--- src/rtl/oneshot_pkg.sv ---
`timescale 1ns/1ps
package oneshot_pkg;

    typedef struct packed {
        logic arm_n;
        logic arm_p;
        logic clr_n;
    } gate_lvl_t;

    typedef enum logic [1:0] {
        SRC_NONE = 2'd0,
        SRC_ARMP = 2'd1,
        SRC_ARMN = 2'd2,
        SRC_CLR  = 2'd3
    } trig_src_e;

    localparam gate_lvl_t GATE_IDLE = '{arm_n: 1'b1, arm_p: 1'b0, clr_n: 1'b1};

endpackage

--- src/rtl/oneshot_trig.sv ---
`timescale 1ns/1ps
module oneshot_trig
    import oneshot_pkg::*;
(
    input  logic      clk,
    input  logic      rst_n,
    input  gate_lvl_t lvl,
    output trig_src_e src
);

    gate_lvl_t prev_d, prev_q;

    always_comb begin
        prev_d = lvl;
    end

    always_ff @(posedge clk) begin
        if (!rst_n) prev_q <= GATE_IDLE;
        else        prev_q <= prev_d;
    end

    // Edge qualification; clear low blocks every path
    always_comb begin
        src = SRC_NONE;
        if (lvl.clr_n && !lvl.arm_n && lvl.arm_p && !prev_q.clr_n)
            src = SRC_CLR;
        else if (lvl.clr_n && !lvl.arm_n && lvl.arm_p && !prev_q.arm_p)
            src = SRC_ARMP;
        else if (lvl.clr_n && lvl.arm_p && !lvl.arm_n && prev_q.arm_n)
            src = SRC_ARMN;
    end

    p_armn_fall_fires_r5: assert property (@(posedge clk) disable iff (!rst_n)
        (lvl.clr_n && lvl.arm_p && !lvl.arm_n && $past(lvl.arm_n)) |-> (src != SRC_NONE));

    p_armp_rise_fires_r4: assert property (@(posedge clk) disable iff (!rst_n)
        (lvl.clr_n && !lvl.arm_n && lvl.arm_p && !$past(lvl.arm_p)) |-> (src != SRC_NONE));

endmodule

--- src/rtl/oneshot_core.sv ---
`timescale 1ns/1ps
module oneshot_core #(
    parameter int WIDTH = 8,
    parameter int LOCK  = 3
) (
    input  logic             clk,
    input  logic             rst_n,
    input  logic             trig,
    input  logic             clr_n,
    input  logic [WIDTH-1:0] len,
    output logic             active
);

    localparam int LW = $clog2(LOCK + 1);

    typedef struct packed {
        logic [WIDTH-1:0] cnt;
        logic [LW-1:0]    lock;
    } state_t;

    state_t s_d, s_q;

    always_comb begin
        s_d = s_q;
        if (s_q.lock != '0) s_d.lock = s_q.lock - 1'b1;
        if (s_q.cnt  != '0) s_d.cnt  = s_q.cnt - 1'b1;
        if (!clr_n) begin
            s_d.cnt  = '0;
            s_d.lock = '0;
        end else if (trig && (s_q.lock == '0)) begin
            s_d.cnt  = len;
            s_d.lock = LW'(LOCK);
        end
    end

    always_ff @(posedge clk) begin
        if (!rst_n) s_q <= '0;
        else        s_q <= s_d;
    end

    assign active = (s_q.cnt != '0);

    p_clear_ends_r3: assert property (@(posedge clk) disable iff (!rst_n)
        !clr_n |=> (s_q.cnt == '0));

    p_load_len_r8: assert property (@(posedge clk) disable iff (!rst_n)
        (clr_n && trig && (s_q.lock == '0)) |=> (s_q.cnt == $past(len)));

    p_lock_ignores_r10: assert property (@(posedge clk) disable iff (!rst_n)
        (clr_n && (s_q.lock != '0) && (s_q.cnt != '0)) |=> (s_q.cnt == $past(s_q.cnt) - 1'b1));

    p_idle_stays_r7: assert property (@(posedge clk) disable iff (!rst_n)
        (!trig && (s_q.cnt == '0)) |=> (s_q.cnt == '0));

    p_len_held_r11: assert property (@(posedge clk) disable iff (!rst_n)
        (clr_n && !trig && (s_q.cnt != '0)) |=> (s_q.cnt == $past(s_q.cnt) - 1'b1));

endmodule

--- src/rtl/retrig_oneshot.sv ---
`timescale 1ns/1ps
module retrig_oneshot
    import oneshot_pkg::*;
#(
    parameter int WIDTH = 8,
    parameter int LOCK  = 3
) (
    input  logic             clk,
    input  logic             rst_n,
    input  logic             arm_n,
    input  logic             arm_p,
    input  logic             clr_n,
    input  logic [WIDTH-1:0] len,
    output logic             pulse_q,
    output logic             pulse_qn
);

    gate_lvl_t lvl;
    trig_src_e src;
    logic      active;

    assign lvl = '{arm_n: arm_n, arm_p: arm_p, clr_n: clr_n};

    oneshot_trig u_trig (
        .clk   (clk),
        .rst_n (rst_n),
        .lvl   (lvl),
        .src   (src)
    );

    oneshot_core #(
        .WIDTH (WIDTH),
        .LOCK  (LOCK)
    ) u_core (
        .clk    (clk),
        .rst_n  (rst_n),
        .trig   (src != SRC_NONE),
        .clr_n  (clr_n),
        .len    (len),
        .active (active)
    );

    assign pulse_q  = active;
    assign pulse_qn = ~active;

    p_low_after_clear_r3: assert property (@(posedge clk) disable iff (!rst_n)
        !clr_n |=> !pulse_q);

    p_outputs_opposite_r2: assert property (@(posedge clk) disable iff (!rst_n)
        pulse_q != pulse_qn);

endmodule

--- config.mk ---
export PLATFORM = sky130hd
export DESIGN_NAME = retrig_oneshot
export DESIGN_NICKNAME = d
export VERILOG_FILES = /design/src/rtl/oneshot_pkg.sv /design/src/rtl/oneshot_trig.sv /design/src/rtl/oneshot_core.sv /design/src/rtl/retrig_oneshot.sv
export SDC_FILE = /design/constraint.sdc
export NUM_CORES = 1
export LEC_CHECK = 0
export BUFFER_PORTS_ARGS = -buffer_cell sky130_fd_sc_hd__buf_4
export CELL_PAD_IN_SITES_DETAIL_PLACEMENT = 0
export CELL_PAD_IN_SITES_GLOBAL_PLACEMENT = 1
export CORE_AREA = 2 2 48 50
export CTS_CLUSTER_DIAMETER = 200
export DETAILED_ROUTE_END_ITERATION = 10
export DIE_AREA = 0 0 50 52
export PLACE_DENSITY = 0.73
export SETUP_SLACK_MARGIN = 0.3
export SYNTH_ARGS = -nofsm -noshare
export SYNTH_HDL_FRONTEND = slang
export SYNTH_SLANG_ARGS = --single-unit
--- constraint.sdc ---
create_clock -name clk -period 1.9 [get_ports clk]
set_clock_uncertainty 0.05 [all_clocks]
set_input_delay 0.095 -clock clk [delete_from_list [all_inputs] [get_ports clk]]
set_output_delay 0.095 -clock clk [all_outputs]
set_load 0.05 [all_outputs]
==> results.py, run 1 <==
metrics = {
    "status": {
        "outcome": "finished, final reports clean",
    },
    "floorplan": {
        "core_mm2": 0.00211,
        "io_pins": 15,
        "start_util_pct": 32.0,
        "dieArea_mm2": 0.00260,
        "die_h_um": 52,
        "die_x_um": 50,
        "rows": 17,
    },
    "cells_and_area": {
        "post-route-util_pct": 48.5,
        "drive_gt1_share_pct": 48.6,
        "diodes": 0,
        "fin_area_mm2": 0.00102,
        "area_growth_pct": 51.4,
        "fin_nets": 123,
    },
    "critical_path": {
        "crit_type": "reg -> out",
        "critPathMaxFanout": 4,
        "worst_setup_path_end_kind": "primary output",
        "reg2reg_to": "u_core.s_q[2]$_SDFFE_PN0P_",
        "critPathLaunchType": "flop",
        "critPathArrivalTime_ns": 1.66,
        "r2r_cells": 8,
        "rr_startpoint": "u_core.s_q[3]$_SDFFE_PN0P_",
        "reg2reg_slack_ns": 0.13,
        "cp.required_ns": 1.75,
    },
    "yosys": {
        "synth_cell_types": 30,
        "synthArstFlopShare_pct": 0,
        "synth-seq-area-share_pct": 38.6,
        "syn_area_per_cell_um2": 8.65,
        "synthCells": 78,
        "netlist_area_um2": 674,
        "ys_warn_count": 0,
        "synth-seq-cells": 13,
        "synth_edf_count": 0,
        "synth.net_count": 93,
        "synth_ff_type": "dfxtp_1",
    },
    "cts": {
        "clkTransAtPathRegs_ns": 0.08,
        "cts_tree": "yes",
        "numCtsBuffers": 3,
        "clock-sinks": 13,
        "clock_latency_ns": 0.27,
        "htreeDepth": 1,
        "ctsLongestPathBuffers": 2,
        "clockRootBuffer": "clkbuf_4",
    },
    "sta": {
        "slew_headroom_pct": 74.0,
        "period_share_pct": 94.8,
        "hold_ws_ns": 0.00621,
        "hold_viol": 0,
        "fin_crit_ns": 1.80,
        "finalMaxSlewViolations": 0,
        "max_slew.worst_pin.slew_ns": 0.386,
        "grt_setup_unrepaired": "true",
        "timing.fmax_mhz": 555,
        "worst_slack_ns": 0.0983,
        "setup-violations-final": 0,
        "final.setup.tns_ns": 0,
    },
    "placement": {
        "gp_congestion": 0.703,
        "place_area_um2": 836,
        "post-place-ws_ns": 0.104,
        "hpwl_um": 1100,
        "numPortBuffers": 14,
    },
    "power": {
        "p_clk_share_pct": 8.7,
        "power.leakage_nw": 0.414,
        "power_frac_comb_pct": 70.4,
        "power_frac_seq_pct": 21.0,
        "intPower_mw": 1.12,
        "powerDensity_mw_per_mm2": 1930,
        "switchingPower_mw": 0.852,
        "p_sw_share_pct": 43.3,
        "max-vdd-ir-drop_mv": 1.20,
    },
    "flow_run": {
        "maxCapViolCount": 0,
    },
    "grt": {
        "grt_use_total_pct": 15.0,
        "grt_first_pass_wirelength_um": 2950,
        "grt_pass1_vias": 687,
        "grt_max_degree": 11,
        "grt_antenna_before_repair": 0,
        "grt-ovfl-total": 0,
    },
    "routing": {
        "via_per_inst": 4.93,
        "vias": 665,
        "routed_wl_um": 1660,
        "postRouteAntennaNets": 0,
        "drt_iter0_markers": 6,
        "route.detailed.drc": 0,
        "firstDrtPassIters": 4,
        "wl_per_cell_um": 12.3,
    },
    "worst_hold_path": {
        "worstHoldEndpoint": "u_trig.prev_q[0]$_SDFF_PN1_",
        "worstHoldPathCells": 2,
        "hp-class": "in -> reg",
        "min_from": "clr_n",
    },
}
## cells in the mapped netlist, types with 2 or more instances
library cell | number | area, um^2
dfxtp_1 | 13 | 260
nand2_1 | 13 | 48.8
a21oi_1 | 6 | 30.0
nand3_1 | 6 | 30.0
inv_1 | 5 | 18.8
nor2_1 | 3 | 11.3
o31ai_1 | 3 | 22.5
xnor2_1 | 3 | 26.3
ha_1 | 2 | 25.0
nand2b_1 | 2 | 12.5
o21ai_0 | 2 | 10.0
or4_4 | 2 | 22.5
## state kept, by name, summed over array words and instances (netlist names)
| name | cells |
|---|---|
| u_core.s_q | 10 |
| u_trig.prev_q | 3 |
## layout by cell type (no fill, tap or decap), types with 3 or more instances in the layout
cell type / synthesis / layout
nor2_1: 3 / 3
nand3_1: 6 / 6
dfxtp_2: 0 / 3
dlygate4sd3_1: 0 / 3
a21oi_1: 6 / 6
dfxtp_1: 13 / 8
clkbuf_4: 0 / 3
buf_4: 0 / 22
nand2_1: 13 / 11
o31ai_1: 3 / 3
## layout make-up
type	count	area [um^2]
Multi-Input combinational cell	57	428
Sequential cell	13	272
Timing Repair Buffer	28	233
Fill cell	219	1080
Tap cell	28	35.0
Clock buffer	4	26.3
Inverter	5	27.5
## metrics by stage
stage	cells	total power, mW
5_1_grt	135	2.10
4_1_cts	135	1.94
2_1_floorplan	78	1.29
3_5_place_dp	120	1.49
6_report	135	1.97
3_3_place_gp	120	1.48
## critical path: stages (launching register included)
cell and delay [ns]:
dfxtp_2 0.34, or4_4 0.55, or2_4 0.29, clkinvlp_4 0.08, buf_8 0.13
## metal layers
layer	global-route usage, %	wire length [um]	share of wire [%]
met1	17.4	687	41
met2	26.8	899	54
met3	1.72	59	3.5
met4	8.33	16	0.96
met5	0	0	0
## worst max-delay path by stage
stage | endpoint | from
finish | pulse_qn | u_core.s_q[9]$_SDFFE_PN0P_
global route | pulse_qn | u_core.s_q[3]$_SDFFE_PN0P_
CTS | pulse_qn | u_core.s_q[2]$_SDFFE_PN0P_
detailed placement | u_core.s_q[9]$_SDFFE_PN0P_ | u_core.s_q[0]$_SDFFE_PN0P_
global placement | u_core.s_q[9]$_SDFFE_PN0P_ | u_core.s_q[0]$_SDFFE_PN0P_
floorplan | u_core.s_q[3]$_SDFFE_PN0P_ | u_core.s_q[3]$_SDFFE_PN0P_
## logic make-up (layout without fill, tap and decap cells)
logic type	count (synthesis)	in the layout	synth area share [%]
flip-flops	13	13	38.6
buffers and inverters	8	37	5.75
AND/OR/NAND/NOR	35	35	29.5
adder cells (fa/ha/maj)	2	2	3.71
XOR/XNOR	4	4	5.20
AO/OA/AOI/OAI	16	16	17.3
## timing repair
| item | CTS | global route |
|---|---|---|
| pin swaps | 6 | 4 |
| gates resized for setup | 19 | 5 |
| cloned | 0 | 0 |
| setup endpoints to repair | 10 | 10 |
| hold buffers | 3 | 0 |
| buffers inserted | 8 | 0 |
| hold endpoints to repair | 3 | 0 |
## power groups by stage
stage | sequential [mW] | combinational [mW] | clock [mW]
2_1_floorplan | 0.403 | 0.892 | 0
3_3_place_gp | 0.408 | 1.07 | 0
3_5_place_dp | 0.411 | 1.08 | 0
4_1_cts | 0.401 | 1.36 | 0.177
5_1_grt | 0.421 | 1.49 | 0.189
6_report | 0.413 | 1.39 | 0.171
Power figures use the tool's default switching activity.
==> run 2: changes to the inputs <==
Settings changed: ABC_AREA set to 1, CORE_AREA 2 2 48 50 to 2 2 66 43, DIE_AREA 0 0 50 52 to 0 0 68 45, PLACE_DENSITY 0.73 to 0.74.
==> run 2 against run 1 <==
  * Cell area down 2.7%
  * Global-route usage down 2.3 points
  * Non-clock buffer count down 13
  * Final cell count up 21%
  * Worst hold slack worse by 0.00092 ns
  * First-iteration DRC count rose to 2.5 times the previous value
  * Synthesized cell count up 45%
  * Highest routed layer unchanged
==> results.py, run 2 <==
metrics = {
    "status": {
        "outcome": "finished, final reports clean",
    },
    "yosys": {
        "ys_warn_count": 0,
        "netlist_area_um2": 781,
        "synth_common_cells": "30 x nand2_1, 18 x inv_1, 13 x dfxtp_1",
        "synth_ff_type": "dfxtp_1",
        "synth-seq-area-share_pct": 33.3,
        "synth_cell_types": 20,
        "synth-seq-cells": 13,
        "synthArstFlopShare_pct": 0,
        "syn_area_per_cell_um2": 6.91,
        "synth_top_cell_area_share_pct": 33.3,
        "yosysMostFrequentCell": "nand2_1",
        "synth_top_area_cell": "dfxtp_1",
        "synth_area_leaders": "dfxtp_1 33%, nand2_1 14%, inv_1 8.7%",
        "synth_edf_count": 0,
        "synthCells": 113,
        "synth.net_count": 128,
    },
    "sta": {
        "finalMaxSlewViolations": 0,
        "hold_viol": 0,
        "timing.fmax_mhz": 659,
        "hold_ws_ns": 0.00528,
        "fin_crit_ns": 1.52,
        "slew_headroom_pct": 83.1,
        "final.setup.tns_ns": 0,
        "period_share_pct": 79.8,
        "max_slew.worst_pin.slew_ns": 0.253,
        "setup-violations-final": 0,
        "grt_setup_unrepaired": "false",
    },
    "worst_hold_path": {
        "hp-class": "in -> reg",
        "worstHoldPathCells": 3,
    },
    "cts": {
        "clkTransAtPathRegs_ns": 0.05,
        "postCtsSetupRepairBufs": 0,
        "htreeDepth": 1,
        "numCtsBuffers": 3,
        "clockRootBuffer": "clkbuf_8",
        "clock-sinks": 13,
        "ctsLongestPathBuffers": 2,
        "cts_tree": "yes",
        "clock_latency_ns": 0.24,
    },
    "cells_and_area": {
        "reg.largest.list": "u_core.s_q x10, u_trig.prev_q x3",
        "largest_register_ffs": 10,
        "largest_register": "u_core.s_q",
        "fin_nets": 148,
        "final_common_cell": "nand2_1",
        "diodes": 0,
        "layout_common_cells": "30 x nand2_1, 18 x inv_1, 14 x buf_4",
        "drive_gt1_share_pct": 24.2,
        "area_growth_pct": 27.2,
        "post-route-util_pct": 41.1,
        "fin_area_um2": 993,
    },
    "grt": {
        "grt_first_pass_wirelength_um": 2880,
        "grt-ovfl-total": 0,
        "grt_max_degree": 11,
        "grt_pass1_vias": 682,
        "grt_use_total_pct": 12.8,
        "grt_antenna_before_repair": 0,
    },
    "routing": {
        "wl_per_cell_um": 9.87,
        "routed_wl_um": 1620,
        "firstDrtPassIters": 4,
        "vias": 710,
        "via_per_inst": 4.33,
        "route.detailed.drc": 0,
        "drt_iter0_markers": 15,
        "postRouteAntennaNets": 0,
    },
    "floorplan": {
        "core_mm2": 0.00242,
        "dieArea_mm2": 0.00306,
        "start_util_pct": 32.3,
        "die_x_um": 68,
        "io_pins": 15,
        "die_h_um": 45,
        "rows": 14,
    },
    "critical_path": {
        "worst_setup_path_end_kind": "primary output",
        "cp.required_ns": 1.75,
        "crit_type": "reg -> out",
        "critPathMaxFanout": 4,
        "critPathLaunchType": "flop",
        "r2r_cells": 7,
        "critPathArrivalTime_ns": 1.37,
    },
    "placement": {
        "gp_congestion": 0.832,
        "numPortBuffers": 14,
        "place_area_um2": 926,
        "hpwl_um": 1330,
    },
    "flow_run": {
        "maxCapViolCount": 0,
    },
}
-- run 2: per-layer routing --
layer	GRT usage (%)	vias up	part of all wire [%]
met1	17.8	306	51
met2	19.2	12	43
met3	3.74	2	4.4
met5	0	-	0
li1	-	390	-
met4	3.60	0	0.74
-- run 2: critical path, cell delays in order (launching register included) --
cell	delay, ns
dfxtp_1	0.33
inv_1	0.15
ha_4	0.20
nand2_4	0.08
nor2_8	0.14
inv_2	0.05
buf_4	0.18
-- run 2: through the flow --
stage          setup WS [ns]  cells
2_1_floorplan          0.366    113
3_3_place_gp           0.544    159
3_5_place_dp           0.496    159
4_1_cts                0.342    164
5_1_grt                0.311    164
6_report               0.383    164
-- run 2: cell families (layout without fill, tap and decap cells) --
logic type,after synthesis,in the layout,share of synthesized area (%)
AND/OR/NAND/NOR,66,66,44.4
buffers and inverters,20,39,9.62
flip-flops,13,13,33.3
AO/OA/AOI/OAI,10,10,7.21
adder cells (fa/ha/maj),2,2,3.20
XOR/XNOR,2,2,2.24
-- run 2: cell type report --
cell class,count,area [um^2]
inverters,20,75.1
fillers,264,1420
multi-input cells,80,458
clock buffers,4,45.0
repair buffers,15,115
flip-flops and latches,13,260
well taps,32,40.0
-- run 2: worst paths after layout --
kind                                 end                        from  slack (ns)
max                              pulse_q  u_core.s_q[2]$_SDFFE_PN0P_        0.38
min          u_trig.prev_q[1]$_SDFF_PN0_                       arm_p       0.005
min reg2reg   u_core.s_q[0]$_SDFFE_PN0P_  u_core.s_q[0]$_SDFFE_PN0P_        0.48
max reg2reg   u_core.s_q[7]$_SDFFE_PN0P_  u_core.s_q[0]$_SDFFE_PN0P_        0.51
-- run 2: repair_timing --
action	CTS	global route
endpoints found under the setup margin	1	2
hold buffers	1	0
resized for setup	1	1
endpoints found under the hold margin	2	0
Power of run 2 is not shown: default switching activity piles up to over one toggle a cycle in this logic, so the estimate is an artifact.
